===== src/rtl/ifft_r22_pkg.sv =====
package ifft_r22_pkg;
  localparam real TWO_PI = 6.283185307179586;

  function automatic int round_real(input real x);
    if (x >= 0.0) return $rtoi(x + 0.5);
    return -$rtoi(0.5 - x);
  endfunction

  // maps output block order of a stage pair to its twiddle multiple
  function automatic logic [1:0] rev2(input logic [1:0] q);
    return {q[0], q[1]};
  endfunction
endpackage


===== src/rtl/ifft_sdf_stage.sv =====
module ifft_sdf_stage #(
  parameter int IW   = 16,
  parameter int SPAN = 8,
  parameter bit ROT  = 1'b0,
  parameter bit NORM = 1'b1
) (
  input  logic                 clk_i,
  input  logic                 rst_ni,
  input  logic                 v_i,
  input  logic signed [IW-1:0] re_i,
  input  logic signed [IW-1:0] im_i,
  output logic                 v_o,
  output logic signed [IW-1:0] re_o,
  output logic signed [IW-1:0] im_o
);
  localparam int CW = $clog2(2 * SPAN);
  localparam int AW = (SPAN > 1) ? $clog2(SPAN) : 1;
  localparam int SH = NORM ? 1 : 0;

  logic [CW-1:0] cnt;
  logic [AW-1:0] wa, dptr;
  logic drain, half, last, rot;
  logic signed [IW-1:0] mem_re [SPAN];
  logic signed [IW-1:0] mem_im [SPAN];
  logic signed [IW:0]   sum_re, sum_im, dif_re, dif_im;
  logic signed [IW-1:0] sr, si, dr, di, wr, wi;

  if (SPAN > 1) begin : g_addr
    assign wa = cnt[AW-1:0];
  end else begin : g_addr_one
    assign wa = '0;
  end

  assign half = cnt[CW-1];
  assign last = (cnt == CW'(2 * SPAN - 1));
  assign rot  = ROT && (wa >= AW'(SPAN / 2));

  always_comb begin
    sum_re = mem_re[wa] + re_i;
    sum_im = mem_im[wa] + im_i;
    dif_re = mem_re[wa] - re_i;
    dif_im = mem_im[wa] - im_i;
    sr = IW'(sum_re >>> SH);
    si = IW'(sum_im >>> SH);
    dr = IW'(dif_re >>> SH);
    di = IW'(dif_im >>> SH);
    // quarter turn (+j): swap parts, negate the new real part
    wr = rot ? -di : dr;
    wi = rot ? dr  : di;
  end

  always_ff @(posedge clk_i or negedge rst_ni) begin
    if (!rst_ni) begin
      cnt   <= '0;
      dptr  <= '0;
      drain <= 1'b0;
      v_o   <= 1'b0;
      re_o  <= '0;
      im_o  <= '0;
      for (int i = 0; i < SPAN; i++) begin
        mem_re[i] <= '0;
        mem_im[i] <= '0;
      end
    end else begin
      v_o <= 1'b0;
      if (drain) begin
        v_o  <= 1'b1;
        re_o <= mem_re[dptr];
        im_o <= mem_im[dptr];
        if (dptr == AW'(SPAN - 1)) drain <= 1'b0;
        else dptr <= dptr + 1'b1;
      end
      if (v_i) begin
        cnt <= cnt + 1'b1;
        if (!half) begin
          mem_re[wa] <= re_i;
          mem_im[wa] <= im_i;
        end else begin
          mem_re[wa] <= wr;
          mem_im[wa] <= wi;
          v_o  <= 1'b1;
          re_o <= sr;
          im_o <= si;
          if (last) begin
            drain <= 1'b1;
            dptr  <= '0;
          end
        end
      end
    end
  end

  // draining never overlaps a second-half sample
  a_r9_no_overlap: assert property (@(posedge clk_i) disable iff (!rst_ni)
    (v_i && half) |-> !drain);
  // draining starts right after the group's last sample
  a_r9_drain_follows: assert property (@(posedge clk_i) disable iff (!rst_ni)
    (v_i && last) |=> (drain && v_o));
endmodule


===== src/rtl/ifft_twiddle.sv =====
module ifft_twiddle import ifft_r22_pkg::*; #(
  parameter int IW    = 16,
  parameter int TW    = 16,
  parameter int N     = 16,
  parameter int QSPAN = 4,
  parameter int STEP  = 1
) (
  input  logic                 clk_i,
  input  logic                 rst_ni,
  input  logic                 v_i,
  input  logic signed [IW-1:0] re_i,
  input  logic signed [IW-1:0] im_i,
  output logic                 v_o,
  output logic signed [IW-1:0] re_o,
  output logic signed [IW-1:0] im_o
);
  localparam int  LG = $clog2(N);
  localparam int  CW = $clog2(4 * QSPAN);
  localparam int  PW = IW + TW + 1;
  localparam real SC = real'(1 << (TW - 2));

  logic [CW-1:0] cnt;
  logic [LG-1:0] idx;
  logic signed [TW-1:0] rom_c [N];
  logic signed [TW-1:0] rom_s [N];
  logic signed [TW-1:0] c, s;
  logic signed [PW-1:0] pr, pi;

  for (genvar i = 0; i < N; i++) begin : g_rom
    localparam int CV = round_real(SC * $cos(TWO_PI * real'(i) / real'(N)));
    localparam int SV = round_real(SC * $sin(TWO_PI * real'(i) / real'(N)));
    assign rom_c[i] = TW'(CV);
    assign rom_s[i] = TW'(SV);
  end

  // block q of four, position k within block: exponent k*STEP*rev2(q)
  assign idx = LG'(int'(cnt[CW-3:0]) * STEP * int'(rev2(cnt[CW-1:CW-2])));
  assign c   = rom_c[idx];
  assign s   = rom_s[idx];
  assign pr  = re_i * c - im_i * s;
  assign pi  = re_i * s + im_i * c;

  always_ff @(posedge clk_i or negedge rst_ni) begin
    if (!rst_ni) begin
      cnt  <= '0;
      v_o  <= 1'b0;
      re_o <= '0;
      im_o <= '0;
    end else begin
      v_o <= v_i;
      if (v_i) begin
        cnt  <= cnt + 1'b1;
        re_o <= IW'(pr >>> (TW - 2));
        im_o <= IW'(pi >>> (TW - 2));
      end
    end
  end
endmodule


===== src/rtl/ifft_r22sdf.sv =====
module ifft_r22sdf #(
  parameter int N    = 16,
  parameter int DW   = 16,
  parameter bit NORM = 1'b1
) (
  input  logic                   clk_i,
  input  logic                   rst_ni,
  input  logic                   valid_i,
  input  logic signed [DW-1:0]   re_i,
  input  logic signed [DW-1:0]   im_i,
  output logic                   valid_o,
  output logic signed [(NORM ? DW : DW + $clog2(N))-1:0] re_o,
  output logic signed [(NORM ? DW : DW + $clog2(N))-1:0] im_o,
  output logic                   start_o,
  output logic                   end_o
);
  localparam int LOG2N = $clog2(N);
  localparam int NPAIR = LOG2N / 2;
  localparam int IW    = NORM ? DW : DW + LOG2N;

  logic                 p_v  [NPAIR+1];
  logic signed [IW-1:0] p_re [NPAIR+1];
  logic signed [IW-1:0] p_im [NPAIR+1];
  logic                 m_v  [NPAIR];
  logic signed [IW-1:0] m_re [NPAIR];
  logic signed [IW-1:0] m_im [NPAIR];
  logic                 b_v  [NPAIR];
  logic signed [IW-1:0] b_re [NPAIR];
  logic signed [IW-1:0] b_im [NPAIR];
  logic [LOG2N-1:0]     oc;

  assign p_v[0]  = valid_i;
  assign p_re[0] = IW'(re_i);
  assign p_im[0] = IW'(im_i);

  for (genvar p = 0; p < NPAIR; p++) begin : g_pair
    ifft_sdf_stage #(.IW(IW), .SPAN(N >> (2*p + 1)), .ROT(1'b1), .NORM(NORM)) i_bf_a (
      .clk_i, .rst_ni, .v_i(p_v[p]), .re_i(p_re[p]), .im_i(p_im[p]),
      .v_o(m_v[p]), .re_o(m_re[p]), .im_o(m_im[p]));
    ifft_sdf_stage #(.IW(IW), .SPAN(N >> (2*p + 2)), .ROT(1'b0), .NORM(NORM)) i_bf_b (
      .clk_i, .rst_ni, .v_i(m_v[p]), .re_i(m_re[p]), .im_i(m_im[p]),
      .v_o(b_v[p]), .re_o(b_re[p]), .im_o(b_im[p]));
    if (p < NPAIR - 1) begin : g_tw
      ifft_twiddle #(.IW(IW), .TW(DW), .N(N), .QSPAN(N >> (2*p + 2)), .STEP(1 << (2*p))) i_tw (
        .clk_i, .rst_ni, .v_i(b_v[p]), .re_i(b_re[p]), .im_i(b_im[p]),
        .v_o(p_v[p+1]), .re_o(p_re[p+1]), .im_o(p_im[p+1]));
    end else begin : g_last
      assign p_v[p+1]  = b_v[p];
      assign p_re[p+1] = b_re[p];
      assign p_im[p+1] = b_im[p];
    end
  end

  assign valid_o = p_v[NPAIR];
  assign re_o    = p_re[NPAIR];
  assign im_o    = p_im[NPAIR];
  assign start_o = valid_o && (oc == '0);
  assign end_o   = valid_o && (oc == '1);

  always_ff @(posedge clk_i or negedge rst_ni) begin
    if (!rst_ni) oc <= '0;
    else if (valid_o) oc <= oc + 1'b1;
  end

  // a frame marker pair never shares one cycle
  a_r6_single_marker: assert property (@(posedge clk_i) disable iff (!rst_ni)
    !(start_o && end_o));
  // the output after a frame end opens a new frame
  a_r6_end_then_start: assert property (@(posedge clk_i) disable iff (!rst_ni)
    (valid_o && $past(end_o)) |-> start_o);
endmodule


===== config.mk =====
export PLATFORM = sky130hd
export DESIGN_NAME = ifft_r22sdf
export DESIGN_NICKNAME = d
export VERILOG_FILES = /design/src/rtl/ifft_r22_pkg.sv /design/src/rtl/ifft_sdf_stage.sv /design/src/rtl/ifft_twiddle.sv /design/src/rtl/ifft_r22sdf.sv
export SDC_FILE = /design/constraint.sdc
export NUM_CORES = 2
export LEC_CHECK = 0
export BUFFER_PORTS_ARGS = -buffer_cell sky130_fd_sc_hd__buf_4
export CAP_MARGIN = 10
export CORE_MARGIN = 8
export CORE_UTILIZATION = 40
export CTS_CLUSTER_SIZE = 12
export DETAILED_ROUTE_END_ITERATION = 8
export SLEW_MARGIN = 20
export SYNTH_ARGS = -nofsm -noshare
export SYNTH_HDL_FRONTEND = slang
export SYNTH_SLANG_ARGS = --single-unit

===== constraint.sdc =====
create_clock -name clk_i -period 16.9 [get_ports clk_i]
set_clock_uncertainty 0.1 [all_clocks]
set_input_delay 0.845 -clock clk_i [delete_from_list [all_inputs] [get_ports clk_i]]
set_output_delay 0.845 -clock clk_i [all_outputs]
set_load 0.05 [all_outputs]

* Yosys cells after proc, flatten, opt, wreduce, memory -nomap -nowiden *
Memory sizes are Yosys's and may differ from the RTL's.
Index checks and enable logic that the tools add are counted.

storage, ports and cells
  output and inout bits = 35
  logic and storage cells = 274
  memories kept = 2
  register bits after elaboration = 674
  memory bits (read-only) = 512

operators by class
  reduce and logical (&&, ||, !) cells = 6
  $add $sub $neg = 30
  bitwise gates (word level) = 7
  $lt $le $gt $ge = 13
  multipliers = 5
  eq/ne operators = 6
  multiplexer cells = 146

memory list
  name              depth  bits a word  rd ports  clocked after memory_dff  write ports  RTL line            RTL
  (name not given)  16     16           1         0                         0            ifft_twiddle.sv:38  assign c = rom_c[idx];
  (name not given)  16     16           1         0                         0            ifft_twiddle.sv:39  assign s = rom_s[idx];

operators with widths
  operator                                                       number
  16-bit 2-to-1 mux                                              67
  128-bit bitwise mux                                            4
  64-bit bitwise mux                                             4
  128-bit 2-to-1 mux                                             2
  16-bit binary-select mux with 3-bit select                     4
  16-bit by 16-bit adder with 17-bit output                      8
  16-bit by 16-bit subtractor with 17-bit output                 8
  16-bit binary-select mux with 2-bit select                     4
  32-bit bitwise mux                                             4
  64-bit 2-to-1 mux                                              2
  16-bit by 16-bit multiplier with 30-bit output                 4
  32-bit 2-to-1 mux                                              2
  16-bit demux with 3-bit select                                 1
  1-bit 2-to-1 mux                                               40
  16-bit demux with 2-bit select                                 1
  16-bit negation                                                2
  30-bit adder                                                   1
  30-bit subtractor                                              1
  16-bit demux with 1-bit select                                 1
  3-bit 2-to-1 mux                                               5
  4-bit by 1-bit adder with 4-bit output, second input constant  3
  2-bit 2-to-1 mux                                               5
  3-bit >= comparator, second input constant                     3
  4-bit == test, second input constant                           2
  other kinds (20)                                               35

* Depth between registers and ports, before layout *
  depth in word-level cells = 9
  depth in mapped cells = 35

* By module *
From an unflattened synthesis, not the netlist that was laid out.

unflattened totals
  cells, all modules = 8983
  area, all modules = 83248.6 µm²

modules (own cells, without submodules)
  module                             area an instance (µm²)  cells each  instances
  ifft_twiddle                       37788.7                 3956        1
  ifft_sdf_stage (g_pair[0].i_bf_a)  18741.7                 1998        1
  ifft_sdf_stage (g_pair[0].i_bf_b)  11964.0                 1244        1
  ifft_sdf_stage (g_pair[1].i_bf_a)  8241.7                  1003        1
  ifft_sdf_stage (g_pair[1].i_bf_b)  6318.6                  763         1
  ifft_r22sdf                        193.9                   19          1

* Least setup slack after synthesis *
OpenSTA, ideal clock, no wires.

  path type = reg-to-reg
  start = register g_pair[0].g_tw.i_tw.cnt[1]
  end = register g_pair[0].g_tw.i_tw.im_o[9]
  data required time = 16.661 ns
  setup time = 0.139 ns
  period minus slack after synthesis = 9.109 ns
  data arrival time = 8.870 ns
  setup slack = 7.791 ns
  cell stages (with the launch flop) = 32
  path through = dfrtp_1 and2_1 ha_1 xor2_1 clkbuf_1 mux2_2 nor2_1 a21oi_1 clkbuf_1 clkbuf_1 nand2_1 fa_1 fa_1 fa_1 inv_1 fa_1 fa_1 fa_1 fa_1 inv_1 fa_1 inv_1 ha_1 and3_1 a211oi_1 inv_1 a21oi_1 o21bai_1 a21o_1 a2111oi_0 or3_1 a31oi_1

on the way
  word-level cells in the longest chain between the ends = 7

ends and longest elaborated chain
  what                                                        RTL line                                RTL
  start, declared                                             ifft_twiddle.sv:22                      logic [CW-1:0] cnt;
  start signal, assigned                                      ifft_twiddle.sv:52                      cnt <= cnt + 1'b1;
  2-bit by 2-bit multiplier with 4-bit output (*)             ifft_twiddle.sv:37                      assign idx = LG'(int'(cnt[CW-3:0]) * STEP * int'(rev2(cnt[CW-1:CW-2])));
  4-bit inverter with 5-bit output (not written as such) (*)  ifft_twiddle.sv:38, ifft_twiddle.sv:39
  memory 16 x 16 bit (on tied branches)                       -
  16-bit 2-to-1 mux (on tied branches) (2 in a row)           ifft_twiddle.sv:39, ifft_twiddle.sv:38
  16-bit by 16-bit multiplier with 30-bit output              ifft_twiddle.sv:41                      assign pi = re_i * s + im_i * c;
  30-bit adder (*)                                            ifft_twiddle.sv:41
  end signal, assigned                                        ifft_twiddle.sv:54                      im_o <= IW'(pi >>> (TW - 2));
  end, declared                                               ifft_twiddle.sv:15                      output logic signed [IW-1:0] im_o

Every way passes the cells marked *; elsewhere a longest branch is shown, timed or not. The select of a mux whose other input is x is not followed.
A chain may end at the register's enable or synchronous reset.

* Worst setup path after layout *
  start = register g_pair[0].g_tw.i_tw.cnt[0]
  end = register g_pair[0].g_tw.i_tw.im_o[15]

Same word-level chain as after synthesis.

==> results.md <==
- Status: completed
- Critical path class: reg2reg
- Ys async rst share: 100%
- Worst Path Max Fanout: 35
- Initial antenna violation count: 8
- Setup_tns: 0 ps
- Top FF cell, synth: dfrtp_1
- Final Hold Vio Count: 0
- Worst reg2reg path startpoint: g_pair[0].g_tw.i_tw.cnt[0]
- CP startpoint: g_pair[0].g_tw.i_tw.cnt[0]
- Final period util: 63.3%
- DRT Wirelength: 245000 um
- Most frequent cells in the layout: inv_1, nand2_1, fa_1
- Final core utilization: 43.2%
- Sequential area share after synthesis: 20.9%
- Total Routing Usage GR: 22.6%
- Num CTS Buffers: 80
- CP endpoint: g_pair[0].g_tw.i_tw.im_o[15]
- Critical Path AT: 11090 ps
- Gpl congestion: 0.967
- Slowest-stage cell, CP: mux2_2
- Worst-skew pair later-pin latency: 710 ps
- Post-CTS sizing: 0
- Global-route wire length before repair: 382000 um
- Buffers on Ports: 69
- Pre-antenna DRT Iters: 6
- Clock sinks: 674
- Root Driver: clkbuf_16
- Via/cell ratio: 5.43
- GRT Residual Overflow: 0
- Synth Register Bits: 674
- Crit path top cell by count: fa_1
- Syn Nets: 10300
- Top-Level Pins: 70
- Post-synth cell types: 88
- Largest net degree at the start of global routing: 169
- Die outline height: 465 um
- Reg2Reg Depth: 28
- CP endpoint kind: flip-flop
- HP Class: in2async
- Pre-CTS setup slack: 6300 ps
- Layout area overhead: 7.18%
- Synthesized instance count: 8675
- Post-synth EDFFs: 0
- Crit-path max cell delay: 880 ps
- Layout cells sized above 1: 7.56%
- Max cap viols: 0
- Post-CTS Hold Fix Bufs: 0
- Average routed wire per standard cell: 21.9 um
- Die area: 216000 um2
- Slew margin rel.: 28.7%
- Row cnt: 164
- Nets@finish: 10100
- Vias in the first global route: 63600
- Synthesized area: 80500 um2
- Setup violators final: 0
- Leading cell type in the layout, fill and taps excluded: inv_1
- Slew @ Worst Pin: 1060 ps
- RSZ-0062 raised after global routing: no
- Clock transition at path regs: 60 ps
- DRC viols: 0
- Die Span X: 465 um
- Flop-to-flop setup slack: 6210 ps
- Setup Buffers After CTS: 0
- DRT iter0 DRCs: 4758
- DP Wirelength: 187000 um
- R2R Path End: g_pair[0].g_tw.i_tw.im_o[15]
- Avg Cell Area, Syn: 9.28 um2
- Max Transition Viols Final: 0
- Initial Utilization: 40.3%
- # fillers: 19600
- Clock Path Buffers: 3
- Antenna-violating nets left: 0
- Warnings from Yosys: 0
- Htree depth: 3
- Core ar.: 200000 um2
- Critical path required time: 17300 ps
- Peak Freq: 0.0935 GHz
- Critical Path Source Type: flip-flop
- Vias post-DR: 60700
- Period minus WS final: 10690 ps
- CTS tree: built
- Worst setup margin: 6210 ps
==> how the worst min path moves through the flow <==
stage | to | depth (start not counted)
finish | g_pair[0].i_bf_a.re_o[2] | 1
global route | g_pair[0].i_bf_a.mem_im[64] | 1
CTS | g_pair[0].i_bf_a.mem_re[20] | 1
detailed placement | g_pair[1].i_bf_b.drain | 2
global placement | g_pair[1].i_bf_b.drain | 2
floorplan | g_pair[0].g_tw.i_tw.v_o | 0
==> worst max-delay path, delay by kind of cell, from the launching register on <==
kind                     cells  cell delay, ps
AO/OA/AOI/OAI                9            2610
multiplexers                 1             880
buffers and inverters        3             160
XOR/XNOR                     2             930
AND/OR/NAND/NOR              3             990
adder cells (fa/ha/maj)     10            4380
flip-flops                   1             450
==> flip-flops by register name (all words and copies together) (netlist names), 6 cells and up <==
register,cells
g_pair.i_bf_b.mem_re,80
g_pair.i_bf_b.mem_im,80
g_pair.g_tw.i_tw.im_o,16
g_pair.i_bf_a.mem_im,160
g_pair.i_bf_a.mem_re,160
g_pair.i_bf_a.re_o,32
g_pair.i_bf_b.re_o,32
g_pair.i_bf_b.im_o,32
g_pair.i_bf_a.cnt,6
g_pair.g_tw.i_tw.re_o,16
g_pair.i_bf_a.im_o,32
==> stage by stage <==
| step | instances | cell area [um2] | hold WS (ps) |
|---|---|---|---|
| floorplan | 8675 | 80500 | 252 |
| global placement | 11000 | 83600 | 359 |
| detailed placement | 11000 | 83600 | 376 |
| CTS | 11200 | 86300 | 83.2 |
| global route | 11200 | 86300 | 125 |
| finish | 11200 | 86300 | 98.6 |
==> synthesized netlist by cell type (32+ instances only) <==
library cell	number	area, um2
xor2_1	81	709
nand3_1	63	315
a31oi_1	79	494
mux2i_1	195	1950
a21oi_1	251	1260
dfrtp_1	674	16900
o21bai_1	44	330
nor2_1	329	1230
o21ai_0	616	3080
o211ai_1	84	631
buf_1	33	124
clkbuf_1	430	1610
a21o_1	45	338
xnor2_1	250	2190
nand2b_1	49	307
fa_1	1069	21400
ha_1	562	7030
buf_4	32	240
nand2_1	1092	4100
a22oi_1	89	668
and2_1	317	1980
nor2b_1	62	388
inv_1	1471	5520
a211oi_1	56	420
nor3_1	91	455
mux2_2	55	619
mux4_2	133	3000
==> cell families after synthesis <==
kind of cell             after synthesis  synth area share, %
flip-flops                           674                 20.9
XOR/XNOR                             331                 3.60
adder cells (fa/ha/maj)             1637                 35.4
AO/OA/AOI/OAI                       1502                 11.4
buffers and inverters               1977                 9.38
multiplexers                         386                 6.95
AND/OR/NAND/NOR                     2168                 12.3
==> per-layer routing <==
layer	global-route usage [%]	share of wire, %	vias up	routed length, um
met2	37.1	47	1876	115000
met5	0	0	-	0
met3	3.76	6.4	446	15700
li1	-	-	27400	-
met4	7.79	3.9	0	9450
met1	30.3	43	30900	105000
==> cell type report <==
| type | count | area (um2) | share of cell area [%] |
|---|---|---|---|
| tap | 2656 | 3320 | 3.85 |
| timing repair buffer | 192 | 1480 | 1.72 |
| multi-input combinational | 6024 | 56300 | 65.2 |
| antenna | 3 | 7.51 | 0.00870 |
| sequential | 674 | 16900 | 19.6 |
| clock buffer | 114 | 2290 | 2.65 |
| inverter | 1478 | 5550 | 6.43 |
| clock inverter | 34 | 462 | 0.535 |
Power is left out: the tool's default activity adds up to more than one toggle a clock period on the data nets, which glitch-free logic cannot reach.
